$ cat src/rtl/trc_pwrdn_status.sv
`timescale 1ns/1ps
module trc_pwrdn_status #(
  parameter bit LEGACY_ERR = 1'b0,
  parameter bit ONE_DOMAIN = 1'b0,
  parameter int DATA_W     = 32
) (
  input  logic              clk,
  input  logic              rst_n,
  input  logic              core_pwr_up,
  input  logic              core_rst,
  input  logic              os_lock,
  input  logic              sw_lock,
  input  logic              rd_en,
  input  logic              rd_mmap,
  input  logic              trc_acc,
  output logic [DATA_W-1:0] rd_data,
  output logic              acc_err
);

  localparam int PAD_W = DATA_W - 6;

  logic core_ok;
  logic lost_q;
  logic clr_ok;
  logic [DATA_W-1:0] word;

  assign core_ok = core_pwr_up & ~core_rst;
  assign clr_ok  = rd_en & core_ok & ~(sw_lock & rd_mmap);

  always_ff @(posedge clk or negedge rst_n) begin
    if (!rst_n)        lost_q <= 1'b1;
    else if (!core_ok) lost_q <= 1'b1;
    else if (clr_ok)   lost_q <= 1'b0;
  end

  assign word = ONE_DOMAIN ? {{(DATA_W-1){1'b0}}, 1'b1}
                           : {{PAD_W{1'b0}}, core_pwr_up & os_lock, 3'b000,
                              ~core_ok | lost_q, core_ok};

  always_ff @(posedge clk or negedge rst_n) begin
    if (!rst_n)     rd_data <= '0;
    else if (rd_en) rd_data <= word;
  end

  assign acc_err = ~ONE_DOMAIN & trc_acc & (~core_ok | (LEGACY_ERR & lost_q));

  assert_rsvd_zero_R1: assert property (@(posedge clk) disable iff (!rst_n)
    rd_data[DATA_W-1:6] == '0 && rd_data[4:2] == 3'b000);

  assert_bit0_R2: assert property (@(posedge clk) disable iff (!rst_n)
    rd_en && !ONE_DOMAIN |=> rd_data[0] == $past(core_pwr_up && !core_rst));

  assert_err_down_R3: assert property (@(posedge clk) disable iff (!rst_n)
    trc_acc && !ONE_DOMAIN && (!core_pwr_up || core_rst) |-> acc_err);

  assert_set_down_R4: assert property (@(posedge clk) disable iff (!rst_n)
    !core_pwr_up || core_rst |=> lost_q);

  assert_clear_R5: assert property (@(posedge clk) disable iff (!rst_n)
    rd_en && core_pwr_up && !core_rst && !(sw_lock && rd_mmap) |=> !lost_q);

  assert_lock_keep_R6: assert property (@(posedge clk) disable iff (!rst_n)
    rd_en && sw_lock && rd_mmap && lost_q |=> lost_q);

  assert_oslock_R7: assert property (@(posedge clk) disable iff (!rst_n)
    rd_en && !ONE_DOMAIN |=> rd_data[5] == $past(core_pwr_up && os_lock));

  assert_new_mode_R8: assert property (@(posedge clk) disable iff (!rst_n)
    !LEGACY_ERR && core_pwr_up && !core_rst |-> !acc_err);

  assert_one_dom_R9: assert property (@(posedge clk) disable iff (!rst_n)
    ONE_DOMAIN |-> !acc_err && (rd_data == '0 || rd_data == 1));

endmodule

$ cat config.mk
export PLATFORM = sky130hd
export DESIGN_NAME = trc_pwrdn_status
export DESIGN_NICKNAME = d
export VERILOG_FILES = /design/src/rtl/trc_pwrdn_status.sv
export SDC_FILE = /design/constraint.sdc
export NUM_CORES = 1
export LEC_CHECK = 0
export BUFFER_PORTS_ARGS = -buffer_cell sky130_fd_sc_hd__buf_2
export CAP_MARGIN = 20
export CORE_AREA = 2 2 39 41
export CTS_CLUSTER_SIZE = 14
export DETAILED_ROUTE_END_ITERATION = 16
export DIE_AREA = 0 0 41 43
export HOLD_SLACK_MARGIN = 0.12
export PLACE_DENSITY = 0.67
export SYNTH_ARGS = -nofsm -noshare
export SYNTH_HDL_FRONTEND = slang
export SYNTH_SLANG_ARGS = --single-unit
$ cat constraint.sdc
create_clock -name clk -period 1.2 [get_ports clk]
set_input_delay 0.18 -clock clk [delete_from_list [all_inputs] [get_ports clk]]
set_output_delay 0.18 -clock clk [all_outputs]
set_load 0.02 [all_outputs]
# [Yosys cells after proc, flatten, opt, wreduce, memory -nomap -nowiden]
# Index checks and enable logic that the tools add are counted.
[classes] n_eq_ne=1 muxes=2 n_bitwise=10
[op_table] operator="$and 1x1->1" n=6
[op_table] operator="$not 1->1" n=3
[op_table] operator="$mux 1" n=2
[op_table] operator="$ne 2x1->1 const B" n=1
[op_table] operator="$or 1x1->1" n=1
[word_totals] register_bits=4 inputBits=9 output_inout_bits=33 wordCells=15

# [Longest topological paths before layout]
[depth] ltp_word=6 depth_mapped=2 mapped_depth_nobuf=2

# [Least setup slack after synthesis]
# No wires, ideal clock.
[synth_timing] path_kind="register -> register" startpoint="register, netlist name rd_data[0]" endpoint="register rd_data[0]" setup_time_ns=0.125 t_arrival_ns=0.710 t_required_ns=1.075 setup_slack_ns=0.365 path_stages_with_launch=2 path_buffers=0 synth_period_minus_slack_ns=0.835 cell_sequence="dfrtp_1 > mux2_4"
[synth_rtl] item="end signal, assigned" line_no="42" text="else if (rd_en) rd_data <= word;"
[synth_rtl] item="end, declared" line_no="16" text="output logic [DATA_W-1:0] rd_data,"

# [Worst setup path after layout]
[layout_timing] startpoint="register rd_data[1]" endpoint="output port rd_data[1]"
# No word-level cell between the ends.

==> results.txt <==
----------------------------------------------------
[Status]
  Run status ... complete, no violations

[Power]
  Sum of internal, switching and leakage power ... 470 uW
  Internal power component ... 298 uW
  Proportion of power drawn by flip-flops and latches ... 31.5%
  Pwr per Cell Area ... 1170 nW/um^2
  Maximum vdd drop ... 0.392 mV
  Power share of the combinational group ... 29.3%
  Clock network power share ... 39.2%
  Static power due to leakage ... 0.245 nW
  Switching power summed over all nets ... 172 uW
  Sw Share ... 36.6%

[STA]
  Peak Freq ... 1050 MHz
  Post-layout minimum cycle time ... 0.952 ns
  Total of endpoints with negative setup slack in the final report ... 0
  Worst-case clock skew ... 0.00658 ns
  Number of max-slew violations in the final report ... 0
  Unrepaired setup endpoints after global routing ... false
  Final hold violations ... 0
  Final TNS setup ... 0 ns
  Hold slack final ... 0.175 ns
  Crit path setup slack, layout ... 0.248 ns
  Final Cycle Share ... 79.3%

[Clock network]
  Number of buffers inserted by post-CTS setup repair ... 0
  Deepest clock path buffer count ... 2
  Number of hold-repair buffers added at the cts stage ... 1
  Count of clock tree sinks ... 4
  H-Tree Level Count ... 1
  CTS root buf ... clkbuf_4
  Worst-skew pair later-pin latency ... 0.24 ns
  Count of instances resized after the clock tree is built ... 0
  CTS tree ... done
  Clock slew at the register clock pins of the worst setup and hold paths ... 0.04 ns
  Inserted Clock Buffers ... 3

[Synth]
  Cell taking the most area after synthesis ... buf_4
  Count of synthesis-stage warnings from yosys ... 0
  Post-synth design cell area ... 398 sq um
  Mean post-synth cell area ... 8.84 sq um
  Distinct cells, synth ... 14
  Sequential area share after synthesis ... 25.5%
  Synth top area share ... 54.7%
  FF+latch count, synth ... 4
  Number of instances in the synthesized netlist ... 45
  Ranking of synthesized cells by area ... buf_4 (55%), dfrtp_1 (19%), dfstp_2 (6.6%)

[Global routing]
  Total track usage ... 6.16%
  Total grt overflow ... 0
  Number of global-route vias before repair ... 169
  Largest net degree at the start of global routing ... 7
  Wire length of the first global-routing pass ... 655 microns
  Initial antenna violation count ... 0

[Drt]
  Number of DRC violations after detailed routing ... 0
  Detailed-route via count ... 232
  Drt total wl ... 497 microns
  DRC marker count from the first detailed-route iteration ... 4
  First drt pass iteration count ... 4
  Antenna Violating Nets Remaining ... 0
  Via density per instance ... 3.01
  Routed length per placed instance ... 6.45 microns

[Place]
  Routability cong. ... 0.600
  Minimum setup slack after placement ... 0.344 ns
  Post-placement cell area ... 365 sq um
  Number of port buffers ... 12
  Number of instances in the placed design ... 72
  Detailed Place HPWL ... 437 microns

[Flow run]
  Number of maximum-capacitance constraint violations ... 0

[Die]
  Effective utilization at floorplan ... 28.8%
  Standard-cell row count ... 14
  Die Outline Area ... 1760 sq um
  Floorplan die width ... 41 microns
  I/O pins ... 42
  Die Span Y ... 43 microns
  Core Area ... 1380 sq um

[Setup path]
  Maximum fanout count along the critical path ... 2
  Start point of the critical path ... rd_data[1]
  Max stage delay cell, worst path ... dfrtp_1
  Startpoint class of the critical path ... flip-flop
  Kind of cell adding the most delay to the critical path ... flip-flops
  Crit Reg-Reg Startpoint ... rd_data[0]
  WP data required ... 1.02 ns
  Largest stage delay, worst path ... 0.37 ns
  Buf/Inv on CP ... 1
  Data arrival time of the critical path ... 0.77 ns
  Critical path capture point type ... output pin
  Critical-path cell list ... buf_2
  Critical setup path kind ... reg -> out

[Final layout]
  Count of antenna diodes in the layout ... 0
  Area growth from synthesis to layout ... 0.943%
  Finished Core Util ... 29.0%
  Layout cells sized above 1 ... 29.5%
  Final Instance Count excl. Fillers ... 77
  Cell area after layout ... 402 sq um
  Nets ... 71

[Worst hold path]
  Worst hold path type ... in -> reg
  Source of the worst hold timing path ... os_lock

----------------------------------------------------
[kinds of logic after synthesis]
group	count (synthesis)	synth area share (%)
mux	1	3.77
other cells	1	0.942
flops	4	25.5
buf+inv	31	56.6
simple gates	4	7.23
compound gates	4	5.97
[power by group through the flow]
stage / Combinational, mW / Sequential [mW] / Clock, mW
after floorplan: 0.170 / 0.158 / 0
after CTS: 0.138 / 0.148 / 0.193
after detailed placement: 0.135 / 0.150 / 0
after global routing: 0.150 / 0.149 / 0.210
after global placement: 0.134 / 0.150 / 0
final: 0.138 / 0.148 / 0.184
[cells in the final DEF (no fill, tap or decap), drive strengths merged]
cell type,netlist,routed
clkbuf,0,4
inv,2,2
dfrtp,3,3
a31oi,1,1
nand3,1,1
buf,29,12
mux2,1,1
conb,1,29
dlygate4sd3,0,1
nor2,1,1
nor2b,2,2
dfstp,1,1
o21ai,2,2
a21boi,1,1
[routing by layer]
metal,vias to the layer above,GRT usage (%),share of wire [%]
li1,112,-,-
met3,0,4.71,18
met2,24,5.94,42
met1,96,7.84,39
met4,0,6.00,0
met5,-,0,0
[path summary, 6_finish.rpt]
path,end,slack (ns),depth (start not counted)
max in group asynchronous,lost_q,0.72,2
worst min register to register,lost_q,0.49,2
min in group asynchronous,rd_data[5],0.28,2
worst max-delay path,rd_data[1],0.25,1
worst min-delay path,rd_data[5],0.18,3
worst max register to register,rd_data[0],0.45,1
[registers in the layout, summed over array words and instances (netlist names)]
register  flops
rd_data       3
lost_q        1
[cells in the mapped netlist (all sizes together)]
| library cell | number |
|---|---|
| nor2b | 2 |
| a21boi | 1 |
| mux2 | 1 |
| conb | 1 |
| nor2 | 1 |
| a31oi | 1 |
| inv | 2 |
| o21ai | 2 |
| buf | 29 |
| nand3 | 1 |
| dfstp | 1 |
| dfrtp | 3 |
[final cells by class]
class | count | area [sq um]
Clock buffer | 4 | 26.3
Fill cell | 157 | 982
Inverter | 2 | 7.51
Sequential cell | 4 | 101
Multi-Input combinational cell | 38 | 176
Timing Repair Buffer | 13 | 70.1
Tap cell | 16 | 20.0
No activity file was read; power rests on OpenSTA's default activity.
